==> src/rtl/aux_seq_pkg.sv <==
package aux_seq_pkg;

    // register indices on the master port
    localparam logic [3:0] IDX_ADDR = 4'd0;
    localparam logic [3:0] IDX_CTRL = 4'd1;
    localparam logic [3:0] IDX_STAT = 4'd2;
    localparam logic [3:0] IDX_WBUF = 4'd4;
    localparam logic [3:0] IDX_RBUF = 4'd8;

    // control word fields
    localparam int CTL_RESET_BIT = 31;
    localparam int CTL_START_BIT = 16;
    localparam int CTL_REQ_LSB   = 20;
    localparam int CTL_GNT_LSB   = 24;
    localparam logic [1:0]  OWN_REQ_VAL  = 2'b01;
    localparam logic [1:0]  OWN_GNT_VAL  = 2'b01;
    localparam logic [31:0] CTL_CMD_CLR  = 32'h0001_F0FF;
    localparam logic [31:0] CTL_REL_CLR  = 32'h0031_0000;

    // status word fields
    localparam int STS_SINK_BIT  = 28;
    localparam int STS_REPLY_LSB = 16;
    localparam int STS_TMO_BIT   = 8;
    localparam int STS_ERR_LSB   = 9;

    typedef enum logic [2:0] {
        RES_OK      = 3'd0,
        RES_BUSY    = 3'd1,
        RES_NODEV   = 3'd2,
        RES_TIMEOUT = 3'd3,
        RES_IOERR   = 3'd4
    } aux_res_e;

    typedef enum logic [4:0] {
        S_IDLE, S_CHK_RD, S_CHK_WT, S_REQ_WR, S_GNT_RD, S_GNT_WT,
        S_SINK_RD, S_WBUF_WR, S_CTL_RD, S_ADDR_WR, S_RST_HI, S_RST_LO,
        S_GAP, S_START_WR, S_BSY_RD, S_BSY_WT, S_STAT_RD, S_RBUF_RD,
        S_REL_RD, S_REL_WR, S_RSP
    } aux_state_e;

endpackage

==> src/rtl/aux_us_tick.sv <==
module aux_us_tick #(
    parameter int DIV = 100
) (
    input  logic clk,
    input  logic rst_n,
    output logic tick
);
    localparam int CW = (DIV > 1) ? $clog2(DIV) : 1;

    logic [CW-1:0] cnt_d, cnt_q;

    always_comb begin
        tick  = (cnt_q == CW'(DIV - 1));
        cnt_d = tick ? '0 : cnt_q + 1'b1;
    end

    always_ff @(posedge clk or negedge rst_n) begin
        if (!rst_n) cnt_q <= '0;
        else        cnt_q <= cnt_d;
    end
endmodule

==> src/rtl/aux_byte_keep.sv <==
module aux_byte_keep #(
    parameter int NB = 16
) (
    input  logic [8*NB-1:0]          data_i,
    input  logic [$clog2(NB+1)-1:0]  len_i,
    output logic [8*NB-1:0]          data_o
);
    localparam int LW = $clog2(NB + 1);

    for (genvar b = 0; b < NB; b++) begin : g_byte
        assign data_o[8*b +: 8] = (LW'(b) < len_i) ? data_i[8*b +: 8] : 8'h00;
    end
endmodule

==> src/rtl/aux_reply_class.sv <==
module aux_reply_class (
    input  logic [3:0] reply_i,
    input  logic       tmo_i,
    input  logic [2:0] err_i,
    output logic       defer_o,
    output logic       tmo_o,
    output logic       ioerr_o
);
    always_comb begin
        defer_o = (reply_i == 4'h8) || (reply_i == 4'h2);
        ioerr_o = |err_i;
        tmo_o   = tmo_i && !ioerr_o;
    end
endmodule

==> src/rtl/aux_txn_seq.sv <==
module aux_txn_seq
    import aux_seq_pkg::*;
#(
    parameter int TICK_DIV   = 100,
    parameter int POLL_LIMIT = 1000,
    parameter int GAP_TICKS  = 400,
    parameter int MAX_TRY    = 32
) (
    input  logic         clk,
    input  logic         rst_n,
    input  logic         req_valid,
    output logic         req_ready,
    input  logic [3:0]   req_cmd,
    input  logic [19:0]  req_addr,
    input  logic [4:0]   req_len,
    input  logic         req_retry,
    input  logic [127:0] req_wdata,
    output logic         rsp_valid,
    input  logic         rsp_ready,
    output logic [2:0]   rsp_result,
    output logic [3:0]   rsp_reply,
    output logic [127:0] rsp_rdata,
    output logic         reg_en,
    output logic         reg_we,
    output logic [3:0]   reg_idx,
    output logic [31:0]  reg_wdata,
    input  logic [31:0]  reg_rdata
);
    localparam int NBYTES = 16;
    localparam int PCW    = $clog2(POLL_LIMIT + 1);
    localparam int GCW    = $clog2(GAP_TICKS + 1);
    localparam int TCW    = $clog2(MAX_TRY + 1);

    typedef struct packed {
        aux_state_e   state;
        logic [3:0]   cmd;
        logic [19:0]  addr;
        logic [4:0]   len;
        logic         retry;
        logic [127:0] wdata;
        logic [127:0] rdata;
        logic [31:0]  rd;
        logic [31:0]  ctl;
        logic [PCW-1:0] poll_cnt;
        logic [GCW-1:0] gap_cnt;
        logic [TCW-1:0] try_cnt;
        logic [1:0]   word;
        aux_res_e     res;
        logic [3:0]   reply;
    } seq_t;

    seq_t d, q;
    logic tick;
    logic [127:0] wdata_kept, rdata_kept;
    logic st_defer, st_tmo, st_ioerr;

    aux_us_tick #(.DIV(TICK_DIV)) u_tick (.clk(clk), .rst_n(rst_n), .tick(tick));

    aux_byte_keep #(.NB(NBYTES)) u_wkeep (
        .data_i(req_wdata), .len_i(req_len), .data_o(wdata_kept));

    aux_byte_keep #(.NB(NBYTES)) u_rkeep (
        .data_i(q.rdata), .len_i(q.len), .data_o(rdata_kept));

    aux_reply_class u_class (
        .reply_i(reg_rdata[STS_REPLY_LSB +: 4]),
        .tmo_i  (reg_rdata[STS_TMO_BIT]),
        .err_i  (reg_rdata[STS_ERR_LSB +: 3]),
        .defer_o(st_defer),
        .tmo_o  (st_tmo),
        .ioerr_o(st_ioerr));

    always_comb begin
        d         = q;
        reg_en    = 1'b0;
        reg_we    = 1'b0;
        reg_idx   = IDX_CTRL;
        reg_wdata = '0;
        unique case (q.state)
            S_IDLE: if (req_valid) begin
                d.cmd      = req_cmd;
                d.addr     = req_addr;
                d.len      = req_len;
                d.retry    = req_retry;
                d.wdata    = wdata_kept;
                d.rdata    = '0;
                d.res      = RES_OK;
                d.reply    = '0;
                d.poll_cnt = '0;
                d.try_cnt  = '0;
                d.state    = S_CHK_RD;
            end
            S_CHK_RD: begin
                reg_en  = 1'b1;
                d.rd    = reg_rdata;
                d.state = S_CHK_WT;
            end
            S_CHK_WT: if (tick) begin
                if (q.poll_cnt == PCW'(POLL_LIMIT)) begin
                    d.res   = RES_BUSY;
                    d.state = S_REL_RD;
                end else if (!q.rd[CTL_START_BIT] && q.rd[CTL_GNT_LSB +: 2] == 2'b00) begin
                    d.poll_cnt = '0;
                    d.state    = S_REQ_WR;
                end else begin
                    d.poll_cnt = q.poll_cnt + 1'b1;
                    d.state    = S_CHK_RD;
                end
            end
            S_REQ_WR: begin
                reg_en    = 1'b1;
                reg_we    = 1'b1;
                reg_wdata = q.rd;
                reg_wdata[CTL_REQ_LSB +: 2] = OWN_REQ_VAL;
                d.state   = S_GNT_RD;
            end
            S_GNT_RD: begin
                reg_en  = 1'b1;
                d.rd    = reg_rdata;
                d.state = S_GNT_WT;
            end
            S_GNT_WT: if (tick) begin
                if (q.poll_cnt == PCW'(POLL_LIMIT)) begin
                    d.res   = RES_BUSY;
                    d.state = S_REL_RD;
                end else if (q.rd[CTL_GNT_LSB +: 2] == OWN_GNT_VAL) begin
                    d.state = S_SINK_RD;
                end else begin
                    d.poll_cnt = q.poll_cnt + 1'b1;
                    d.state    = S_GNT_RD;
                end
            end
            S_SINK_RD: begin
                reg_en  = 1'b1;
                reg_idx = IDX_STAT;
                d.word  = '0;
                if (!reg_rdata[STS_SINK_BIT]) begin
                    d.res   = RES_NODEV;
                    d.state = S_REL_RD;
                end else if (!q.cmd[0]) begin
                    d.state = S_WBUF_WR;
                end else begin
                    d.state = S_CTL_RD;
                end
            end
            S_WBUF_WR: begin
                reg_en    = 1'b1;
                reg_we    = 1'b1;
                reg_idx   = IDX_WBUF + {2'b00, q.word};
                reg_wdata = q.wdata[32*q.word +: 32];
                d.word    = q.word + 1'b1;
                if (q.word == 2'd3) d.state = S_CTL_RD;
            end
            S_CTL_RD: begin
                reg_en  = 1'b1;
                d.ctl   = (reg_rdata & ~CTL_CMD_CLR)
                        | {16'h0000, q.cmd, 4'h0, 3'b000, 5'(q.len - 5'd1)};
                d.state = S_ADDR_WR;
            end
            S_ADDR_WR: begin
                reg_en    = 1'b1;
                reg_we    = 1'b1;
                reg_idx   = IDX_ADDR;
                reg_wdata = {12'h000, q.addr};
                d.state   = S_RST_HI;
            end
            S_RST_HI: begin
                reg_en    = 1'b1;
                reg_we    = 1'b1;
                reg_wdata = q.ctl;
                reg_wdata[CTL_RESET_BIT] = 1'b1;
                d.state   = S_RST_LO;
            end
            S_RST_LO: begin
                reg_en    = 1'b1;
                reg_we    = 1'b1;
                reg_wdata = q.ctl;
                d.gap_cnt = '0;
                d.state   = (q.try_cnt != '0) ? S_GAP : S_START_WR;
            end
            S_GAP: if (tick) begin
                if (q.gap_cnt == GCW'(GAP_TICKS - 1)) d.state = S_START_WR;
                else d.gap_cnt = q.gap_cnt + 1'b1;
            end
            S_START_WR: begin
                reg_en     = 1'b1;
                reg_we     = 1'b1;
                reg_wdata  = q.ctl;
                reg_wdata[CTL_START_BIT] = 1'b1;
                d.poll_cnt = '0;
                d.state    = S_BSY_RD;
            end
            S_BSY_RD: begin
                reg_en  = 1'b1;
                d.rd    = reg_rdata;
                d.state = S_BSY_WT;
            end
            S_BSY_WT: if (tick) begin
                if (q.poll_cnt == PCW'(POLL_LIMIT)) begin
                    d.res   = RES_IOERR;
                    d.state = S_REL_RD;
                end else if (!q.rd[CTL_START_BIT]) begin
                    d.state = S_STAT_RD;
                end else begin
                    d.poll_cnt = q.poll_cnt + 1'b1;
                    d.state    = S_BSY_RD;
                end
            end
            S_STAT_RD: begin
                reg_en  = 1'b1;
                reg_idx = IDX_STAT;
                d.reply = reg_rdata[STS_REPLY_LSB +: 4];
                d.word  = '0;
                if (st_ioerr)    d.res = RES_IOERR;
                else if (st_tmo) d.res = RES_TIMEOUT;
                if (!st_ioerr && !st_tmo && st_defer && q.retry
                    && q.try_cnt != TCW'(MAX_TRY - 1)) begin
                    d.try_cnt = q.try_cnt + 1'b1;
                    d.state   = S_RST_HI;
                end else if (q.cmd[0]) begin
                    d.state = S_RBUF_RD;
                end else begin
                    d.state = S_REL_RD;
                end
            end
            S_RBUF_RD: begin
                reg_en  = 1'b1;
                reg_idx = IDX_RBUF + {2'b00, q.word};
                d.rdata[32*q.word +: 32] = reg_rdata;
                d.word  = q.word + 1'b1;
                if (q.word == 2'd3) d.state = S_REL_RD;
            end
            S_REL_RD: begin
                reg_en  = 1'b1;
                d.rd    = reg_rdata;
                d.state = S_REL_WR;
            end
            S_REL_WR: begin
                reg_en    = 1'b1;
                reg_we    = 1'b1;
                reg_wdata = q.rd & ~CTL_REL_CLR;
                d.state   = S_RSP;
            end
            S_RSP: if (rsp_ready) d.state = S_IDLE;
            default: d.state = S_IDLE;
        endcase
    end

    always_ff @(posedge clk or negedge rst_n) begin
        if (!rst_n) begin
            q       <= '0;
            q.state <= S_IDLE;
            q.res   <= RES_OK;
        end else begin
            q <= d;
        end
    end

    assign req_ready  = (q.state == S_IDLE);
    assign rsp_valid  = (q.state == S_RSP);
    assign rsp_result = q.res;
    assign rsp_reply  = (q.res == RES_OK) ? q.reply : 4'h0;
    assign rsp_rdata  = rdata_kept;

endmodule

==> config.mk <==
export PLATFORM = sky130hd
export DESIGN_NAME = aux_txn_seq
export DESIGN_NICKNAME = d
export VERILOG_FILES = /design/src/rtl/aux_seq_pkg.sv /design/src/rtl/aux_us_tick.sv /design/src/rtl/aux_byte_keep.sv /design/src/rtl/aux_reply_class.sv /design/src/rtl/aux_txn_seq.sv
export SDC_FILE = /design/constraint.sdc
export NUM_CORES = 1
export LEC_CHECK = 0
export BUFFER_PORTS_ARGS = -buffer_cell sky130_fd_sc_hd__buf_2
export CAP_MARGIN = 20
export CORE_AREA = 2 2 218 220
export CTS_BUF_LIST = sky130_fd_sc_hd__clkbuf_4
export DETAILED_ROUTE_END_ITERATION = 6
export DIE_AREA = 0 0 220 222
export PLACE_DENSITY_LB_ADDON = 0.2
export SYNTH_ARGS = -nofsm -noshare
export SYNTH_HDL_FRONTEND = slang
export SYNTH_SLANG_ARGS = --single-unit
==> constraint.sdc <==
create_clock -name clk -period 7.8 [get_ports clk]
set_input_delay 1.56 -clock clk [delete_from_list [all_inputs] [get_ports clk]]
set_output_delay 1.56 -clock clk [all_outputs]
set_load 0.03 [all_outputs]
==> summary.md, run 1 <==
| Metric | Value |
|---|---|
| Max_cap viols | 0 |
| Clk_lat worst skew | 840 ps |
| Commonest non-fill, non-tap cell in the layout | dfrtp_1 |
| Crit path cell chain | nand2b_1 > nor3_2 > buf_4 > a222oi_1 > nand2_1 > buf_2 |
| DP Cell Count | 2604 |
| Total track usage | 26.61% |
| Crit-path max cell delay | 1030 ps |
| Slew @ Worst Pin | 1041 ps |
| Fin crit period | 5208 ps |
| Sequential area share after synthesis | 53.17% |
| Syn_nets | 1935 |
| Layout area overhead | 19.89% |
| Max stage delay cell, worst path | dfrtp_1 |
| Worst rel slew slack | 30.61% |
| Slew Viols, Final | 0 |
| Ys async rst share | 100.0% |
| Largest net degree at the start of global routing | 111 |
| Mux contribution to synthesized area | 7.192% |
| Compound-gate portion of the synthesized area | 14.92% |
| Failing checks | DRC |
| CTS tree | built |
| DR iter-0 viols | 1480 |
| Simple logic cell fraction of the synthesized area | 19.33% |
| CTS Sinks | 390 |
| Hold Vio Cnt, Final | 0 |
| Synth Area in XOR/XNOR | 0.7635% |
| Synth Register Bits | 390 |
| Status | complete, but fails checks |
| Placer Congestion | 0.8690 |
| CTS resizes | 0 |
| Drt wl/cell | 23.13 um |
| Die area | 48840 um2 |
| Crit start category | flip-flop |
| Yosys top cell area share | 53.17% |
| Setup Buffers After CTS | 0 |
| CP endpoint kind | primary output |
| Fin crit share | 66.77% |
| Area leader, netlist | dfrtp_1 |
| Number of global-route vias before repair | 15700 |
| Ports | 369 |
| Clock transition at path regs | 80 ps |
| Synthesized cell area | 18360 um2 |
| Gr ovfl total | 0 |
| Crit Path Category | flip-flop to primary output |
| DRC | 4 |
| Hold-fix buffers, CTS | 0 |
| CP top delay family | flip-flops |
| Synthesized instance count | 1727 |
| Leakage Power | 11.18 nW |
| Clock skew | 54.52 ps |
| Antenna violations before repair | 1 |
| Synth cell types | 79 |
| Largest family of logic cells by synthesized area | simple AND/OR/NAND/NOR gates |
| Synth warn | 0 |
| Synth Flop Type | dfrtp_1 |
| Synth area leaders | dfrtp_1, a22o_1, nand2_1, mux4_2, nor2b_1 |
| Post-route ant nets | 0 |
| Crit Path Max Fanout | 33 |
| Worst-case vdd ir drop | 0.07434 mV |
| Req. time, crit path | 6240 ps |
| Final nets | 2315 |
| HP Class | flip-flop to flip-flop |
| Rows | 79 |
| Detailed Route WL | 64.42 mm |
| Synthesized-area fraction occupied by adder cells | 0.9543% |
| Final setup viols | 0 |
| Final std cells w/o fill | 2785 |
| Crit path DAT | 3650 ps |
| Buf+Inv Stages, Crit Path | 2 |
| Fmax | 192.0 MHz |
| Clock Root Buffer | clkbuf_4 |
| Pwr dens | 182.4 nW/um2 |
| Die Height | 222 um |
| Number of synthesized flops with an enable pin | 0 |
| Worst-case clock buffer depth | 3 |
| Via count | 15600 |
| Die extent in x | 220 um |
| Detailed Place HPWL | 45.36 mm |
| First-pass DRT Iterations | 7 |
| TNS Setup | 0 ps |
| Port-buffer cells | 368 |
| Starting Density | 39.68% |
| Core ar. | 46260 um2 |
| RSZ-0062 raised after global routing | no |
| CTS buffer count | 105 |
| Mapped Avg Cell Area | 10.63 um2 |
| First-pass GRT wire length | 97.52 mm |
| H-Tree Depth | 3 |
| Commonest cells after routing, fill and taps aside | dfrtp_1, buf_2, nand2_1, a22o_1, clkbuf_4 |
| Share of cells above drive strength 1 | 30.68% |
| Via density | 5.603 |
-- final cells by class --
type	count	area, um2
Antenna cell	1	2.502
Clock buffer	152	1141
Clock inverter	25	147.6
Fill cell	4474	24250
Inverter	22	82.58
Multi-Input combinational cell	1187	7973
Sequential cell	390	9761
Tap cell	607	759.5
Timing Repair Buffer	401	2140
-- stage by stage --
stage	area [um2]	utilization (%)	hold slack, ps	total power [W]	worst slack, ps
3_3_place_gp	20650	44.64	445.2	0.002244	3629
5_1_grt	22010	47.57	476.4	0.004201	2427
3_5_place_dp	20650	44.64	451.9	0.002244	3435
4_1_cts	21940	47.43	459.4	0.004069	2482
6_report	22010	47.57	459.3	0.004013	2592
2_1_floorplan	18360	-	425.1	0.002104	4002
-- worst register-to-register path, stage by stage (launching register included) --
cell,delay [ps]
dfrtp_1,770
or4_4,720
nor2_2,260
nand2_8,360
buf_4,590
nor2_2,610
a22o_1,210
-- logic make-up after synthesis --
group	after synthesis
AND/OR/NAND/NOR	728
multiplexers	85
flip-flops	390
buffers and inverters	150
XOR/XNOR	16
adder cells (fa/ha/maj)	14
AO/OA/AOI/OAI	344
-- flip-flops by register name, summed over array words and instances (netlist names) --
register and count:
rsp_result 3, u_tick.cnt_q 7, q 380
-- Yosys cell counts (all sizes together), types with 3 or more instances --
cell and number:
a22oi 9, mux4 32, ha 14, or3b 4, a22o 178, nand3 95
a31oi 10, xor2 11, inv 22, and3 12, clkbuf 68, nor4b 4
nand2b 12, and2b 3, nand4 9, and4 6, a21oi 28, o2111ai 4
and2 40, nor2 49, nor4 6, nor3 19, o21ai 53, buf 60
or2 4, nor2b 103, dfrtp 390, nand2 347, a21o 8, or3 6
xnor2 5, a222oi 19, o31ai 12, o211ai 3, mux2 52
-- worst paths after layout --
kind / start / end / slack, ps / cells past startpoint
setup / recovery: q[387] / reg_wdata[9] / 2590 / 6
hold / removal: u_tick.cnt_q[0] / u_tick.cnt_q[0] / 460 / 1
setup reg to reg: q[387] / q[342] / 4180 / 6
hold reg to reg: u_tick.cnt_q[0] / u_tick.cnt_q[0] / 460 / 1
max in group asynchronous: rst_n / q[297] / 5590 / 2
min in group asynchronous: rst_n / q[255] / 830 / 1
-- per-layer routing --
layer / vias to the layer above / part of all wire (%) / global-route usage [%]
met5: - / 0 / 0
met4: 0 / 3.0 / 10.07
met3: 98 / 7.6 / 6.077
met1: 7840 / 44 / 37.06
met2: 700 / 46 / 40.38
li1: 6965 / - / -
-- report_power, final --
part,switching (W),internal [W]
Sequential,0.0000119,0.00204
Clock,0.000857,0.000948
Combinational,0.000110,0.0000511
Total,0.000979,0.00303
(Power assumes the default switching activity.)
==> run 2, diff against run 1 <==
--- a/config.mk
+++ b/config.mk
@@ -5,12 +5,13 @@
 export SDC_FILE = /design/constraint.sdc
 export NUM_CORES = 1
 export LEC_CHECK = 0
+export ABC_AREA = 1
 export BUFFER_PORTS_ARGS = -buffer_cell sky130_fd_sc_hd__buf_2
 export CAP_MARGIN = 20
-export CORE_AREA = 2 2 218 220
+export CORE_AREA = 2 2 224 226
 export CTS_BUF_LIST = sky130_fd_sc_hd__clkbuf_4
 export DETAILED_ROUTE_END_ITERATION = 6
-export DIE_AREA = 0 0 220 222
+export DIE_AREA = 0 0 226 228
 export PLACE_DENSITY_LB_ADDON = 0.2
 export SYNTH_ARGS = -nofsm -noshare
 export SYNTH_HDL_FRONTEND = slang
==> constraint.sdc (replaced) <==
create_clock -name clk -period 4.7 [get_ports clk]
set_input_delay 0.94 -clock clk [delete_from_list [all_inputs] [get_ports clk]]
set_output_delay 0.94 -clock clk [all_outputs]
set_load 0.03 [all_outputs]
==> summary.md, run 2 <==
| Metric | Value |
|---|---|
| CTS buffer count | 106 |
| Worst-case vdd ir drop | 0.1731 mV |
| DRC | 4 |
| Synth area leaders | dfrtp_1, nand2_1, inv_1, o21ai_0, o22ai_2 |
| Final nets | 2987 |
| Ys async rst share | 100.0% |
| Hold Vio Cnt, Final | 0 |
| Final setup viols | 0 |
| Die area | 51530 um2 |
| Worst-case clock buffer depth | 3 |
| Die Height | 228 um |
| Crit start category | flip-flop |
| Yosys top cell area share | 50.14% |
| Failing checks | DRC |
| WHS | 252.2 ps |
| Number of global-route vias before repair | 18230 |
| Crit Path Max Fanout | 21 |
| First-pass GRT wire length | 106.3 mm |
| Antenna violations before repair | 4 |
| H-Tree Depth | 3 |
| Detailed Route WL | 69.80 mm |
| Worst rel slew slack | 23.41% |
| CP endpoint kind | primary output |
| Synthesized instance count | 2389 |
| Via density | 5.143 |
| Drt wl/cell | 19.74 um |
| Leading cell type by number of instances after synthesis | nand2_1 |
| Synth cell types | 46 |
| Slew @ Worst Pin | 1141 ps |
| Status | complete, but fails checks |
| Commonest cells post-synth | nand2_1, dfrtp_1, inv_1 |
| R2R Path End | q[356] |
| Req. time, crit path | 3760 ps |
| Pwr dens | 294.9 nW/um2 |
| Synthesized cell area | 19460 um2 |
| R2r setup slk | 1640 ps |
| Hold Crit Depth | 3 |
| Fillers | 4926 |
| Max FFs per register | 380 |
| Via count | 18180 |
| Post-route ant nets | 0 |
| Total track usage | 27.13% |
| Crit Path Category | flip-flop to primary output |
| Fmax | 227.9 MHz |
| Area leader, netlist | dfrtp_1 |
| Number of synthesized flops with an enable pin | 0 |
| Sequential area share after synthesis | 50.14% |
| Max_cap viols | 0 |
| Power Total | 0.006860 W |
| Fin crit period | 4388 ps |
| Worst Reg2Reg Path Length in Cells | 8 |
| Commonest cells after routing, fill and taps aside | nand2_1, dfrtp_1, inv_1, buf_2, o21ai_0 |
| Largest register by flop count | q |
| Slew Viols, Final | 0 |
| CTS tree | built |
| Synth warn | 0 |
| Leakage Power | 12.94 nW |
| Layout area overhead | 19.54% |
| Worst flop-to-flop path startpoint | q[385] |
| CTS resizes | 0 |
| First-pass DRT Iterations | 7 |
| Core ar. | 49350 um2 |
| Worst-case hold path end point | q[369] |
| TNS Setup | 0 ps |
| Min-delay src | req_addr[9] |
| Syn_nets | 2597 |
| Rows | 82 |
| Clk_lat worst skew | 880 ps |
| Mapped Avg Cell Area | 8.147 um2 |
| HP Class | input pin to flip-flop |
| Synth Register Bits | 390 |
| Die extent in x | 226 um |
| Clock skew | 46.95 ps |
| RSZ-0062 raised after global routing | no |
| Clock transition at path regs | 70 ps |
| Synth Flop Type | dfrtp_1 |
| Clock Root Buffer | clkbuf_4 |
| CTS Sinks | 390 |
| Detailed Place HPWL | 50.74 mm |
| Crit path DAT | 3450 ps |
| Share of cells above drive strength 1 | 24.34% |
| Starting Density | 39.44% |
| Largest net degree at the start of global routing | 113 |
| DR iter-0 viols | 1409 |
| Placer Congestion | 0.9081 |
| Commonest non-fill, non-tap cell in the layout | nand2_1 |
| Ports | 369 |
| Port-buffer cells | 368 |
| Fin crit share | 93.36% |
| Gr ovfl total | 0 |
## run 2: critical path: stages, from the launching register on
cell,delay [ps]
dfrtp_1,460
inv_2,100
nand2_1,110
nor2_1,240
nand2_2,70
buf_4,230
inv_1,720
a22oi_1,160
nand4_1,240
buf_2,240
## run 2: logic make-up (layout without fill, tap and decap cells)
kind of cell	after synthesis	after routing	synth area share (%)
fa+ha+maj	14	14	0.9000
flops	390	390	50.14
buf+inv	507	978	10.56
simple gates	906	906	19.78
compound gates	559	559	18.03
other cells	0	4	0
xor+xnor	13	13	0.5850
## run 2: final cells by class
class | count | area, um2 | area share [%]
inverters | 394 | 1484 | 6.378
multi-input cells | 1492 | 7659 | 32.92
clock buffers | 148 | 1111 | 4.775
diodes | 4 | 10.01 | 0.04302
clock inverters | 41 | 277.8 | 1.194
well taps | 672 | 840.8 | 3.614
flip-flops and latches | 390 | 9762 | 41.96
repair buffers | 395 | 2122 | 9.121
## run 2: repair_timing
| item | CTS | global route |
|---|---|---|
| hold buffers | 1 | 0 |
| endpoints found under the hold margin | 55 | 0 |
| setup endpoints to repair | 0 | 0 |
| setup buffers | 0 | 0 |
## run 2: layer usage
layer / global-route usage, % / up-vias / part of all wire, %
met5: 0 / - / 0.030
met4: 8.506 / 4 / 2.7
met3: 6.491 / 117 / 8.0
met2: 42.34 / 777 / 46
met1: 37.25 / 8759 / 44
li1: - / 8527 / -
## run 2: power breakdown
group / switching (W) / internal (W)
Sequential: 0.00000447 / 0.00336
Clock: 0.00153 / 0.00167
Combinational: 0.000208 / 0.0000843
Total: 0.00174 / 0.00512
## run 2: stage by stage
step / cell area, um2 / cells / setup slack [ps] / util (%)
2_1_floorplan: 19460 / 2389 / 1948 / -
3_3_place_gp: 21800 / 3340 / 1335 / 44.18
3_5_place_dp: 21830 / 3341 / 1286 / 44.23
4_1_cts: 23230 / 3531 / 294.8 / 47.07
5_1_grt: 23260 / 3535 / 116.2 / 47.14
6_report: 23270 / 3536 / 312.0 / 47.15
## run 2: how the worst max path moves through the flow
| stage | start | to | slack (ps) | cells after the start |
|---|---|---|---|---|
| finish | q[387] | reg_wdata[31] | 310 | 9 |
| global route | q[387] | reg_wdata[16] | 120 | 9 |
| CTS | q[387] | reg_wdata[16] | 290 | 9 |
| detailed placement | q[387] | reg_wdata[31] | 1290 | 9 |
| global placement | q[387] | reg_wdata[16] | 1330 | 9 |
| floorplan | q[7] | reg_idx[0] | 1950 | 5 |
